## src/rtl/flk_pkg.sv

```systemverilog
package flk_pkg;
  localparam logic [31:0] MAIN_KEY_A = 32'h4567_0123;
  localparam logic [31:0] MAIN_KEY_B = 32'hCDEF_89AB;
  localparam logic [31:0] OPT_KEY_A  = 32'h0819_2A3B;
  localparam logic [31:0] OPT_KEY_B  = 32'h4C5D_6E7F;

  localparam int OFF_MKEY = 'h08;
  localparam int OFF_OKEY = 'h0C;
  localparam int OFF_STAT = 'h10;
  localparam int OFF_CTRL = 'h14;
  localparam int OFF_OPTW = 'h20;

  // control bit positions
  localparam int CB_PROG  = 0;
  localparam int CB_PERS  = 1;
  localparam int CB_MAS1  = 2;
  localparam int CB_PAGE  = 3;
  localparam int CB_BANK  = 11;
  localparam int CB_MAS2  = 15;
  localparam int CB_GO    = 16;
  localparam int CB_OLOCK = 30;
  localparam int CB_MLOCK = 31;

  // status bit positions
  localparam int SB_EOP  = 0;
  localparam int SB_SEQ  = 7;
  localparam int SB_BUSY = 16;

  // bits 0,1,3..7 are write-one-to-clear flags
  localparam logic [7:0] STICKY_MASK = 8'hFB;

  typedef enum logic [1:0] {
    OP_IDLE = 2'd0,
    OP_PROG = 2'd1,
    OP_PAGE = 2'd2,
    OP_MASS = 2'd3
  } flk_op_e;
endpackage

```

## src/rtl/flk_key_gate.sv

```systemverilog
module flk_key_gate #(
  parameter logic [31:0] KEY_A = 32'h0,
  parameter logic [31:0] KEY_B = 32'h1
) (
  input  logic        clk,
  input  logic        rst_n,
  input  logic        key_wr,
  input  logic [31:0] key_data,
  input  logic        relock,
  output logic        locked
);
  typedef enum logic [1:0] {KS_WANT_A, KS_WANT_B, KS_OPEN, KS_DEAD} ks_e;
  ks_e st;

  always_ff @(posedge clk or negedge rst_n) begin
    if (!rst_n) begin
      st <= KS_WANT_A;
    end else if (key_wr) begin
      case (st)
        KS_WANT_A: st <= (key_data == KEY_A) ? KS_WANT_B : KS_DEAD;
        KS_WANT_B: st <= (key_data == KEY_B) ? KS_OPEN : KS_DEAD;
        default:   st <= st;  // open or dead: key writes have no effect
      endcase
    end else if (relock && st != KS_DEAD) begin
      st <= KS_WANT_A;
    end
  end

  assign locked = (st != KS_OPEN);

  // a lock can only open on the edge that takes the second key
  p_open_needs_key_r2: assert property (@(posedge clk) disable iff (!rst_n)
    $fell(locked) |-> ($past(key_wr) && $past(key_data) == KEY_B));

  // after a bad key the lock never opens again before reset
  p_dead_stays_locked_r3: assert property (@(posedge clk) disable iff (!rst_n)
    (st == KS_DEAD) |=> locked);
endmodule

```

## src/rtl/flk_op_timer.sv

```systemverilog
module flk_op_timer
  import flk_pkg::*;
#(
  parameter int PROG_LAT = 4,
  parameter int PAGE_LAT = 8,
  parameter int MASS_LAT = 16,
  parameter int PAGE_W   = 8
) (
  input  logic              clk,
  input  logic              rst_n,
  input  logic              launch,
  input  flk_op_e           launch_op,
  input  logic [PAGE_W-1:0] launch_page,
  input  logic [1:0]        launch_bank,
  output logic              busy,
  output logic              done,
  output flk_op_e           op,
  output logic [PAGE_W-1:0] page,
  output logic [1:0]        bank
);
  localparam int MAX_AB  = (PROG_LAT > PAGE_LAT) ? PROG_LAT : PAGE_LAT;
  localparam int MAX_LAT = (MAX_AB > MASS_LAT) ? MAX_AB : MASS_LAT;
  localparam int CNT_W   = $clog2(MAX_LAT + 1);

  logic [CNT_W-1:0] cnt;
  logic [CNT_W-1:0] load_val;

  always_comb begin
    case (launch_op)
      OP_PROG: load_val = CNT_W'(PROG_LAT - 1);
      OP_PAGE: load_val = CNT_W'(PAGE_LAT - 1);
      default: load_val = CNT_W'(MASS_LAT - 1);
    endcase
  end

  assign done = busy && (cnt == '0);

  always_ff @(posedge clk or negedge rst_n) begin
    if (!rst_n) begin
      busy <= 1'b0;
      cnt  <= '0;
      op   <= OP_IDLE;
      page <= '0;
      bank <= '0;
    end else if (launch && !busy) begin
      busy <= 1'b1;
      cnt  <= load_val;
      op   <= launch_op;
      page <= launch_page;
      bank <= launch_bank;
    end else if (done) begin
      busy <= 1'b0;
      op   <= OP_IDLE;
      page <= '0;
      bank <= '0;
    end else if (busy) begin
      cnt <= cnt - 1'b1;
    end
  end

  // the operation presented to the array holds still until it ends
  p_op_held_r9: assert property (@(posedge clk) disable iff (!rst_n)
    (busy && !done) |=> (busy && $stable(op) && $stable(page) && $stable(bank)));

  // nothing is launched on top of a running operation
  p_no_launch_busy_r12: assert property (@(posedge clk) disable iff (!rst_n)
    launch |-> !busy);
endmodule

```

## src/rtl/flk_sticky_flags.sv

```systemverilog
module flk_sticky_flags
  import flk_pkg::*;
(
  input  logic       clk,
  input  logic       rst_n,
  input  logic       set_eop,
  input  logic       set_seq,
  input  logic       clr_wr,
  input  logic [7:0] clr_data,
  output logic [7:0] flags
);
  logic [7:0] set_vec;
  logic [7:0] clr_vec;

  always_comb begin
    set_vec         = '0;
    set_vec[SB_EOP] = set_eop;
    set_vec[SB_SEQ] = set_seq;
    clr_vec         = clr_wr ? (clr_data & STICKY_MASK) : '0;
  end

  // a new event wins over a clear in the same cycle
  always_ff @(posedge clk or negedge rst_n) begin
    if (!rst_n) flags <= '0;
    else        flags <= (flags & ~clr_vec) | set_vec;
  end

  // a one written to a flag with no new event clears it
  p_w1c_clears_r14: assert property (@(posedge clk) disable iff (!rst_n)
    (clr_wr && clr_data[SB_SEQ] && !set_seq) |=> !flags[SB_SEQ]);

  // without a clear, a flag never drops
  p_flag_sticky_r14: assert property (@(posedge clk) disable iff (!rst_n)
    (flags[SB_EOP] && !(clr_wr && clr_data[SB_EOP])) |=> flags[SB_EOP]);
endmodule

```

## src/rtl/flk_ctrl_regs.sv

```systemverilog
module flk_ctrl_regs
  import flk_pkg::*;
#(
  parameter int          ADDR_W    = 8,
  parameter int          PAGE_W    = 8,
  parameter int          PROG_LAT  = 4,
  parameter int          PAGE_LAT  = 8,
  parameter int          MASS_LAT  = 16,
  parameter logic [31:0] OPT_RESET = 32'hFFEF_F8AA
) (
  input  logic              clk,
  input  logic              rst_n,
  input  logic              bus_wr,
  input  logic [ADDR_W-1:0] bus_addr,
  input  logic [31:0]       bus_wdata,
  output logic [31:0]       bus_rdata,
  output logic              flash_busy,
  output logic [1:0]        flash_op,
  output logic [PAGE_W-1:0] flash_page,
  output logic [1:0]        flash_bank
);
  localparam int NUM_LOCKS = 2;

  // address decode
  logic hit_mkey, hit_okey, hit_stat, hit_ctrl, hit_optw;
  assign hit_mkey = (bus_addr == ADDR_W'(OFF_MKEY));
  assign hit_okey = (bus_addr == ADDR_W'(OFF_OKEY));
  assign hit_stat = (bus_addr == ADDR_W'(OFF_STAT));
  assign hit_ctrl = (bus_addr == ADDR_W'(OFF_CTRL));
  assign hit_optw = (bus_addr == ADDR_W'(OFF_OPTW));

  logic lock_main, lock_opt;
  logic ctrl_wr_ok;
  assign ctrl_wr_ok = bus_wr && hit_ctrl && !lock_main;

  // two key gates, index 0 = main, 1 = option
  logic [NUM_LOCKS-1:0] gate_wr, gate_relock, gate_locked;
  assign gate_wr[0]     = bus_wr && hit_mkey;
  assign gate_wr[1]     = bus_wr && hit_okey;
  assign gate_relock[0] = ctrl_wr_ok && bus_wdata[CB_MLOCK];
  assign gate_relock[1] = ctrl_wr_ok && bus_wdata[CB_OLOCK];

  for (genvar g = 0; g < NUM_LOCKS; g++) begin : g_lock
    localparam logic [31:0] KA = (g == 0) ? MAIN_KEY_A : OPT_KEY_A;
    localparam logic [31:0] KB = (g == 0) ? MAIN_KEY_B : OPT_KEY_B;
    flk_key_gate #(.KEY_A(KA), .KEY_B(KB)) u_gate (
      .clk      (clk),
      .rst_n    (rst_n),
      .key_wr   (gate_wr[g]),
      .key_data (bus_wdata),
      .relock   (gate_relock[g]),
      .locked   (gate_locked[g])
    );
  end

  assign lock_main = gate_locked[0];
  assign lock_opt  = gate_locked[1];

  // control fields
  logic              f_prog, f_pers, f_mas1, f_mas2, f_bank;
  logic [PAGE_W-1:0] f_page;
  logic              field_wr;
  assign field_wr = ctrl_wr_ok && !bus_wdata[CB_MLOCK];

  always_ff @(posedge clk or negedge rst_n) begin
    if (!rst_n) begin
      f_prog <= 1'b0;
      f_pers <= 1'b0;
      f_mas1 <= 1'b0;
      f_mas2 <= 1'b0;
      f_bank <= 1'b0;
      f_page <= '0;
    end else if (field_wr) begin
      f_prog <= bus_wdata[CB_PROG];
      f_pers <= bus_wdata[CB_PERS];
      f_mas1 <= bus_wdata[CB_MAS1];
      f_mas2 <= bus_wdata[CB_MAS2];
      f_bank <= bus_wdata[CB_BANK];
      f_page <= bus_wdata[CB_PAGE +: PAGE_W];
    end
  end

  // start decision, taken from the write data itself
  logic    start_req, sel_ok, launch, seq_set, w_mass;
  flk_op_e launch_op;
  logic [1:0] launch_bank;

  assign w_mass    = bus_wdata[CB_MAS1] | bus_wdata[CB_MAS2];
  assign start_req = field_wr && bus_wdata[CB_GO];
  assign sel_ok    = ($countones({bus_wdata[CB_PROG], bus_wdata[CB_PERS], w_mass}) == 1);
  assign launch    = start_req && sel_ok && !flash_busy;
  assign seq_set   = start_req && (flash_busy || !sel_ok);

  always_comb begin
    if (bus_wdata[CB_PROG])      launch_op = OP_PROG;
    else if (bus_wdata[CB_PERS]) launch_op = OP_PAGE;
    else                         launch_op = OP_MASS;
    if (launch_op == OP_MASS) launch_bank = {bus_wdata[CB_MAS2], bus_wdata[CB_MAS1]};
    else                      launch_bank = bus_wdata[CB_BANK] ? 2'b10 : 2'b01;
  end

  logic    op_done;
  flk_op_e op_now;

  flk_op_timer #(
    .PROG_LAT (PROG_LAT),
    .PAGE_LAT (PAGE_LAT),
    .MASS_LAT (MASS_LAT),
    .PAGE_W   (PAGE_W)
  ) u_timer (
    .clk         (clk),
    .rst_n       (rst_n),
    .launch      (launch),
    .launch_op   (launch_op),
    .launch_page (bus_wdata[CB_PAGE +: PAGE_W]),
    .launch_bank (launch_bank),
    .busy        (flash_busy),
    .done        (op_done),
    .op          (op_now),
    .page        (flash_page),
    .bank        (flash_bank)
  );
  assign flash_op = op_now;

  // status flags
  logic [7:0] sts_flags;
  flk_sticky_flags u_flags (
    .clk      (clk),
    .rst_n    (rst_n),
    .set_eop  (op_done),
    .set_seq  (seq_set),
    .clr_wr   (bus_wr && hit_stat),
    .clr_data (bus_wdata[7:0]),
    .flags    (sts_flags)
  );

  // option word
  logic [31:0] opt_word;
  always_ff @(posedge clk or negedge rst_n) begin
    if (!rst_n)                                opt_word <= OPT_RESET;
    else if (bus_wr && hit_optw && !lock_opt)  opt_word <= bus_wdata;
  end

  // read mux
  always_comb begin
    bus_rdata = '0;
    if (hit_ctrl) begin
      bus_rdata[CB_MLOCK]           = lock_main;
      bus_rdata[CB_OLOCK]           = lock_opt;
      bus_rdata[CB_PROG]            = f_prog;
      bus_rdata[CB_PERS]            = f_pers;
      bus_rdata[CB_MAS1]            = f_mas1;
      bus_rdata[CB_MAS2]            = f_mas2;
      bus_rdata[CB_BANK]            = f_bank;
      bus_rdata[CB_PAGE +: PAGE_W]  = f_page;
    end else if (hit_stat) begin
      bus_rdata[7:0]     = sts_flags;
      bus_rdata[SB_BUSY] = flash_busy;
    end else if (hit_optw) begin
      bus_rdata = opt_word;
    end
  end

  // a locked control register keeps all of its fields
  p_locked_frozen_r6: assert property (@(posedge clk) disable iff (!rst_n)
    lock_main |=> $stable({f_prog, f_pers, f_mas1, f_mas2, f_bank, f_page}));

  // end of operation is flagged on the edge where busy drops
  p_eop_at_fall_r11: assert property (@(posedge clk) disable iff (!rst_n)
    $fell(flash_busy) |-> sts_flags[SB_EOP]);

  // a start while busy raises the sequence error
  p_busy_start_seq_r12: assert property (@(posedge clk) disable iff (!rst_n)
    (start_req && flash_busy) |=> sts_flags[SB_SEQ]);

  // a locked option word does not move
  p_opt_locked_r5: assert property (@(posedge clk) disable iff (!rst_n)
    lock_opt |=> $stable(opt_word));
endmodule

```

## config.mk

```make
export PLATFORM = sky130hd
export DESIGN_NAME = flk_ctrl_regs
export DESIGN_NICKNAME = d
export VERILOG_FILES = /design/src/rtl/flk_pkg.sv /design/src/rtl/flk_key_gate.sv /design/src/rtl/flk_op_timer.sv /design/src/rtl/flk_sticky_flags.sv /design/src/rtl/flk_ctrl_regs.sv
export SDC_FILE = /design/constraint.sdc
export NUM_CORES = 1
export LEC_CHECK = 0
export ABC_AREA = 1
export ABC_CLOCK_PERIOD_IN_PS = 2300
export BUFFER_PORTS_ARGS = -buffer_cell sky130_fd_sc_hd__buf_2
export CAP_MARGIN = 20
export CORE_AREA = 8 8 93 95
export DETAILED_ROUTE_END_ITERATION = 12
export DIE_AREA = 0 0 101 103
export HOLD_SLACK_MARGIN = 0.05
export PLACE_DENSITY_LB_ADDON = 0.3
export REMOVE_ABC_BUFFERS = 1
export SLEW_MARGIN = 10
export SYNTH_ARGS = -nofsm -noshare
export SYNTH_HDL_FRONTEND = slang
export SYNTH_SLANG_ARGS = --single-unit
```

## constraint.sdc

```tcl
create_clock -name clk -period 2.3 [get_ports clk]
set_clock_uncertainty 0.05 [all_clocks]
set_input_delay 0.69 -clock clk [delete_from_list [all_inputs] [get_ports clk]]
set_output_delay 0.69 -clock clk [all_outputs]
set_load 0.01 [all_outputs]
```

==> qor.csv, run 1 <==
metric,value,unit
compound-gate portion of the synthesized area,0.1175,
Die X,101,um
synth warn,0,
"EDFF count, synth",0,
initial antenna violation count,0,
flop2flop setup slack,0.56,ns
IO Pins,88,
worst skew pair latency,0.35,ns
initial core utilization,0.5295,
Die Ht,103,um
power per cell area,575.3,nW/um^2
CTS H-tree lvls,3,
post-synthesis xor/xnor area fraction,0.006954,
actual slew at the worst max-slew pin,0.3875,ns
crit-path max FO,6,
Syn Std Cell Area,3779,sq um
reg2reg end,u_timer.cnt[0]$_DFFE_PN0P_,
FP Rows,31,
clock transition at the registers of the reported paths,0.08,ns
DIE AREA,10400,sq um
Syn Area/Cell,7.955,sq um
multi-input logic area,1615,sq um
Max Clk Rate,413.0,MHz
GP Congestion,0.9333,
dpl ws,-0.2436,ns
CP Capture Type,primary output,
max-cap check violation count,0,
number of synthesized register bits,74,
violated checks,negative setup slack,
# port buffers,87,
Antenna diodes,0,
Reg area,1882,sq um
WL/cell,15.80,um
Post-Synth Simple-Gate Area,0.2699,
GRT Total Usage,0.2120,
CTS Hold Bufs,0,
number of CTS-inserted buffers,9,
crit path DAT,1.68,ns
DP HPWL,7939,um
DR vias,3632,
mux cell area share after synthesis,0,
Setup crit start kind,input pin,
Mapped Cells,475,
Layout area overhead,28.54,%
core area,7137,sq um
first-pass GRT wire length,17390,um
"Top FF cell, synth",dfrtp_1,
Reg2Reg Depth,7,
Crit Reg-Reg Startpoint,u_timer.cnt[0]$_DFFE_PN0P_,
post-route ant nets,0,
# fillers,617,
Pwr Total,2.795,mW
WS Path Type,input pin to primary output,
clock root buffer,clkbuf_8,
Worst VDD drop,0.0004992,V
Final setup viols,32,
post-synthesis sequential area ratio,0.4980,
DR pass1 iterations,5,
adder-cell share of the synthesized area,0.01192,
Residual DRC,0,
1st-iter DRT viols,274,
worst rel slew slack,0.7416,
period utilisation layout,1.053,
Placed Instances,673,
fraction of registers with async set/reset,1.000,
Post-Place Cell Area,4524,sq um
number of global-route vias before repair,3585,
Max Buffers Root-to-Sink,2,
setup slack after layout,-0.1213,ns
RSZ-0062 raised after global routing,yes,
Slew Limit Fails,0,
crit path from,bus_addr[7],
final hold violations,0,
Critical Path RT,1.56,ns
vias per inst,5.256,
Non-Filler Instances,691,
GRT overflow,0,
"Distinct cells, synth",33,
nets@finish,633,
routed wire length,10920,um
fraction of layout cells with a size suffix above 1,0.3142,
main combinational cell family by area after synthesis,simple AND/OR/NAND/NOR gates,
WHS,0.3143,ns
most frequent cells in the layout,"89 x nand2_1, 80 x buf_2, 64 x inv_1, 56 x nor2_1, 50 x dfrtp_1",
Fin Setup TNS,-2.710,ns
Clock Sinks,74,
static leakage,2.560,nW
largest net degree at the start of global routing,75,
"commonest non-fill, non-tap cell in the layout",nand2_1,
Final Instance Area,4857,sq um
Min-Delay Path Class,input pin to async pin,
Final Util,0.6806,
fin crit period,2.421,ns
CTS tree,done,
status,finished with violations,
## sequential cells by signal (all words and copies together) (netlist names)
| signal | cells |
|---|---|
| f_prog | 1 |
| f_page | 8 |
| f_pers | 1 |
| u_timer.bank | 2 |
| u_flags.flags | 7 |
| f_bank | 1 |
| u_timer.page | 8 |
| u_timer.cnt | 5 |
| opt_word | 32 |
| f_mas1 | 1 |
| u_timer.op | 2 |
| u_timer.busy | 1 |
| g_lock.u_gate.st | 4 |
| f_mas2 | 1 |
## kinds of logic (layout without fill, tap and decap cells)
logic type / after synthesis / count (layout)
and+or+nand+nor: 227 / 227
buffers and inverters: 87 / 204
AOI/OAI and AO/OA: 81 / 81
DFF: 74 / 74
adders and majority gates: 3 / 3
xor gates and xnor gates: 3 / 3
## per-layer routing
| layer | vias up | track usage | share of wire |
|---|---|---|---|
| met2 | 126 | 0.3571 | 0.49 |
| li1 | 1761 | - | - |
| met4 | 0 | 0.08477 | 0.028 |
| met3 | 28 | 0.05064 | 0.061 |
| met1 | 1717 | 0.2565 | 0.42 |
| met5 | - | 0 | 0 |
## how the worst max path moves through the flow
stage          slack, ns  cells after the start                          end
3_5_place_dp       -0.24                      9                 bus_rdata[7]
4_1_cts            -0.12                      9                bus_rdata[15]
2_1_floorplan      -0.04                      7  u_timer.bank[1]$_DFFE_PN0P_
6_report           -0.12                      9                bus_rdata[15]
5_1_grt            -0.19                      9                bus_rdata[15]
3_3_place_gp       -0.17                     10                bus_rdata[30]
## synthesized netlist by cell type (2+ instances only)
| library cell | n | area [sq um] |
|---|---|---|
| nor3_1 | 8 | 40.04 |
| o21ai_1 | 46 | 230.2 |
| clkbuf_1 | 2 | 7.510 |
| xor2_1 | 3 | 26.28 |
| a22o_1 | 7 | 61.31 |
| buf_2 | 10 | 50.05 |
| buf_6 | 3 | 33.78 |
| o21ai_0 | 14 | 70.07 |
| ha_1 | 2 | 25.02 |
| nor2_1 | 59 | 221.5 |
| nand4_1 | 15 | 93.84 |
| nand2_2 | 3 | 18.77 |
| nand2_1 | 96 | 360.4 |
| nor2_2 | 2 | 12.51 |
| dfrtp_1 | 50 | 1251 |
| inv_2 | 2 | 7.510 |
| dfstp_2 | 24 | 630.6 |
| o22ai_1 | 2 | 12.51 |
| nand3_1 | 36 | 180.2 |
| inv_1 | 70 | 262.8 |
| a21oi_1 | 9 | 45.04 |
## power by group
group / switching [mW] / internal [mW]
Combinational: 0.290 / 0.172
Clock: 0.477 / 0.422
Sequential: 0.0657 / 1.37
## worst max-delay path, cell delays in order
cell and delay [ns]:
buf_6 0.10, inv_4 0.04, nand2_4 0.06, nor3_4 0.21, nand2_4 0.10, inv_4 0.08
buf_12 0.12, a22o_1 0.14, buf_2 0.13
## area by class of cell
type / count / area share
clock inverter: 4 / 0.005667
timing repair buffer: 116 / 0.1613
clock buffer: 12 / 0.02988
sequential: 74 / 0.3874
multi-input combinational: 314 / 0.3326
inverter: 72 / 0.05770
tap: 99 / 0.02550
## what timing repair did
action                     CTS  global route
gates resized for setup     38             4
setup buffers                2             0
setup endpoints to repair   32            32
pin swaps                   14             6
No activity file was read; power rests on OpenSTA's default activity.
==> run 2: changes to the inputs <==
==> constraint.sdc (replaced) <==
create_clock -name clk -period 2.3 [get_ports clk]
set_clock_uncertainty 0.05 [all_clocks]
set_input_delay 0.23 -clock clk [delete_from_list [all_inputs] [get_ports clk]]
set_output_delay 0.23 -clock clk [all_outputs]
set_load 0.01 [all_outputs]
==> qor.csv, run 2 (same netlist as run 1, synthesis figures left out) <==
metric,value,unit
status,completed,
Die Ht,103,um
IO Pins,88,
actual slew at the worst max-slew pin,0.5280,ns
routed wire length,10060,um
initial antenna violation count,0,
busiest grt layer,met2,
GRT overflow,0,
number of CTS-inserted buffers,9,
"commonest non-fill, non-tap cell in the layout",nand2_1,
Fin Setup TNS,0,ns
vias per inst,5.127,
nets@finish,613,
GRT Total Usage,0.1990,
Largest Register,opt_word,
met2 GRT Util,0.3220,
Clock Sinks,74,
# port buffers,87,
FP Rows,31,
Worst VDD drop,0.0005256,V
Min-Delay Path Class,input pin to flip-flop,
biggest regs,"opt_word x32, f_page x8, u_timer.page x8",
CTS H-tree lvls,3,
Layout area overhead,20.50,%
Slew Limit Fails,0,
DR vias,3440,
Final setup viols,0,
Residual DRC,0,
crit-path max FO,12,
worst rel slew slack,0.6467,
RSZ-0062 raised after global routing,no,
Antenna diodes,0,
DR pass1 iterations,5,
clock transition at the registers of the reported paths,0.08,ns
first-pass GRT wire length,16140,um
final hold violations,0,
WL/cell,14.99,um
Critical Path RT,2.02,ns
clock root buffer,clkbuf_8,
fin crit period,1.871,ns
Die X,101,um
max reg flops,32,
post-route ant nets,0,
crit path DAT,1.59,ns
core area,7137,sq um
met1 usage,0.2495,
WHS,0.06663,ns
Setup crit start kind,input pin,
max-cap check violation count,0,
worst skew pair latency,0.35,ns
static leakage,2.418,nW
1st-iter DRT viols,267,
WS Path Type,input pin to primary output,
Max Clk Rate,534.5,MHz
DIE AREA,10400,sq um
# Post-CTS Setup Buffers,0,
period utilisation layout,0.8134,
GP Congestion,0.9461,
fraction of layout cells with a size suffix above 1,0.2552,
M3 GR Usage,0.05064,
DP HPWL,7448,um
CP Capture Type,primary output,
most frequent cells in the layout,"96 x nand2_1, 87 x buf_2, 70 x inv_1, 59 x nor2_1, 50 x dfrtp_1",
Max Buffers Root-to-Sink,2,
power per cell area,639.2,nW/um^2
initial core utilization,0.5295,
largest net degree at the start of global routing,75,
number of global-route vias before repair,3394,
CTS tree,done,
[run 2: final cells by class]
type	instances	area, sq um
fill	661	2584
multi-input combinational	314	1535
tap	99	123.9
clock inverter	7	85.08
timing repair buffer	96	533.0
sequential	74	1882
inverter	72	270.3
clock buffer	9	123.9
[run 2: power by group]
group	switching, mW	internal, mW
combinational	0.260	0.160
clock	0.539	0.522
sequential	0.0627	1.37
total	0.862	2.05
[run 2: final timing paths]
kind                                               startpoint                          to  slack, ns  depth (start not counted)
max                                               bus_addr[5]                bus_rdata[2]       0.43                          8
max reg2reg                g_lock[0].u_gate.st[0]$_DFFE_PN0P_  u_flags.flags[7]$_DFF_PN0_       0.59                          7
min                                             bus_wdata[12]    opt_word[12]$_DFFE_PN1P_       0.07                          3
max in group asynchronous                               rst_n    opt_word[30]$_DFFE_PN1P_       1.46                          3
min reg2reg                          opt_word[23]$_DFFE_PN1P_    opt_word[23]$_DFFE_PN1P_       0.43                          2
min in group asynchronous                               rst_n   u_timer.op[0]$_DFFE_PN0P_       0.38                          3
[run 2: per-stage QoR]
stage | setup WS [ns] | instance area [sq um] | power, mW | util | std cells
6_report | 0.4292 | 4553 | 2.911 | 0.6380 | 671
3_3_place_gp | 0.2555 | 4324 | 1.852 | 0.6059 | 653
2_1_floorplan | 0.4225 | 3687 | 1.691 | - | 460
3_5_place_dp | 0.1707 | 4324 | 1.870 | 0.6059 | 653
5_1_grt | 0.2723 | 4553 | 3.048 | 0.6380 | 671
4_1_cts | 0.4273 | 4553 | 2.922 | 0.6380 | 671
[run 2: repair_timing]
action	CTS	global route
hold buffers	2	0
endpoints found under the hold margin	51	0
gates resized for setup	0	0
[run 2: worst max-delay path: stages]
cell and delay (ns):
buf_2 0.10, inv_1 0.07, nand2_1 0.06, nor2_2 0.16, nand2_2 0.14, inv_1 0.41
a22o_1 0.26, buf_2 0.14
[run 2: layer usage]
layer	vias to the layer above	wire length [um]	part of all wire
met1	1601	4442	0.44
met2	104	4769	0.47
met3	15	649	0.065
met4	0	197	0.020
met5	-	0	0
li1	1720	-	-
==> run 3: changes to the inputs <==
- ABC_CLOCK_PERIOD_IN_PS: 2300 -> 1950
- clock period: 2.3 -> 1.95 ns (I/O delays scaled with it)
==> qor.csv, run 3 (same netlist as run 1, synthesis figures left out) <==
metric,value,unit
"commonest non-fill, non-tap cell in the layout",nand2_1,
Layout area overhead,24.04,%
Max Clk Rate,629.1,MHz
power per cell area,738.5,nW/um^2
setup slack after layout,0.3604,ns
crit path DAT,1.34,ns
# port buffers,87,
fin crit period,1.590,ns
GRT Total Usage,0.2072,
crit-path max FO,14,
number of CTS-inserted buffers,9,
most frequent cells in the layout,"96 x nand2_1, 87 x buf_2, 70 x inv_1, 59 x nor2_1, 50 x dfrtp_1",
largest net degree at the start of global routing,65,
CTS tree,done,
post-route ant nets,0,
DIE AREA,10400,sq um
static leakage,2.488,nW
Critical Path RT,1.70,ns
Residual DRC,0,
Gate power share,0.151,
Final Instance Area,4687,sq um
DR vias,3554,
GP Congestion,0.9246,
1st-iter DRT viols,275,
crit path from,bus_addr[0],
clock root buffer,clkbuf_8,
CTS H-tree lvls,3,
Max Buffers Root-to-Sink,2,
Psw,1.028,mW
Die X,101,um
max reg flops,32,
clock share of power,0.361,
CP Capture Type,primary output,
Setup crit start kind,input pin,
max-cap check violation count,0,
dpl ws,0.09504,ns
IO Pins,88,
Final setup viols,0,
initial core utilization,0.5295,
nets@finish,625,
worst hold path depth,3,
FP Rows,31,
min-delay src,bus_wdata[13],
clock transition at the registers of the reported paths,0.08,ns
status,completed,
worst skew pair latency,0.35,ns
routed wire length,10440,um
core area,7137,sq um
first-pass GRT wire length,17060,um
final hold violations,0,
Die Ht,103,um
sequential fraction of design power,0.488,
GRT overflow,0,
WL/cell,15.28,um
worst rel slew slack,0.5973,
Crit Reg-Reg Startpoint,g_lock[0].u_gate.st[0]$_DFFE_PN0P_,
Fin Setup TNS,0,ns
Clock Sinks,74,
fraction of layout cells with a size suffix above 1,0.2603,
Largest Register,opt_word,
Worst VDD drop,0.0005271,V
WHS,0.06213,ns
initial antenna violation count,0,
Pint,2.433,mW
reg2reg end,u_flags.flags[7]$_DFF_PN0_,
actual slew at the worst max-slew pin,0.6040,ns
number of global-route vias before repair,3534,
biggest regs,"opt_word x32, f_page x8, u_timer.page x8",
period utilisation layout,0.8152,
RSZ-0062 raised after global routing,no,
DP HPWL,7802,um
Slew Limit Fails,0,
DR pass1 iterations,5,
sw frac,0.2971,
Reg2Reg Depth,7,
vias per inst,5.204,
WS Path Type,input pin to primary output,
Antenna diodes,0,
Min-Delay Path Class,input pin to flip-flop,
Worst Setup EP,bus_rdata[30],
Post-Place Cell Area,4394,sq um
flop2flop setup slack,0.36,ns
## run 3: cell count changes in the layout (fill, tap and decap cells not counted), sizes merged
cell / change
buf: +6
clkinvlp: +1
dlygate4sd3: +6
inv: +1
clkinv: -2
## run 3: area by class of cell
class                   instances  area [sq um]
multi-input cells             314          1540
clock buffers                   9         123.9
flip-flops and latches         74          1882
well taps                      99         123.9
repair buffers                108         663.1
fillers                       638          2450
clock inverters                 7         83.83
inverters                      72         270.3
## run 3: worst min-delay path by stage
stage                                     endpoint  slack [ns]
final                     opt_word[13]$_DFFE_PN1P_        0.06
after CTS                 opt_word[13]$_DFFE_PN1P_        0.05
after global routing      opt_word[27]$_DFFE_PN1P_        0.08
after detailed placement   opt_word[8]$_DFFE_PN0P_        0.18
after global placement       f_page[5]$_DFFE_PN0P_        0.17
after floorplan                 f_bank$_DFFE_PN0P_       -0.15
## run 3: routing by layer
layer | vias up | GRT usage | wire [um]
met3 | 13 | 0.05199 | 748
li1 | 1746 | - | -
met1 | 1686 | 0.2551 | 4446
met5 | - | 0 | 0
met4 | 0 | 0.06644 | 131
met2 | 109 | 0.3490 | 5111
## run 3: worst max-delay path, cell delays in order
cell	delay, ns
buf_2	0.09
inv_1	0.06
nand3_1	0.11
nor2_2	0.16
nand2_2	0.08
inv_2	0.28
nand2_1	0.08
o21ai_0	0.11
buf_2	0.18
## run 3: stage by stage
| step | cells | power, mW | utilization |
|---|---|---|---|
| 6_report | 683 | 3.461 | 0.6567 |
| 5_1_grt | 683 | 3.631 | 0.6567 |
| 4_1_cts | 683 | 3.488 | 0.6560 |
| 3_5_place_dp | 659 | 2.219 | 0.6157 |
| 3_3_place_gp | 659 | 2.199 | 0.6157 |
| 2_1_floorplan | 460 | 1.994 | - |
## run 3: power by group through the flow
stage               clock, mW  combinational, mW  sequential (mW)
floorplan                   0              0.294             1.70
detailed placement          0              0.502             1.72
global route             1.34              0.590             1.70
global placement            0              0.487             1.71
CTS                      1.28              0.521             1.69
finish                   1.25              0.521             1.69
## run 3: repair_timing
action                                  CTS  global route
buffers inserted                          0             0
hold endpoints to repair                 28             0
resized for setup                         0             1
hold buffers                              8             0
endpoints found under the setup margin    0             1
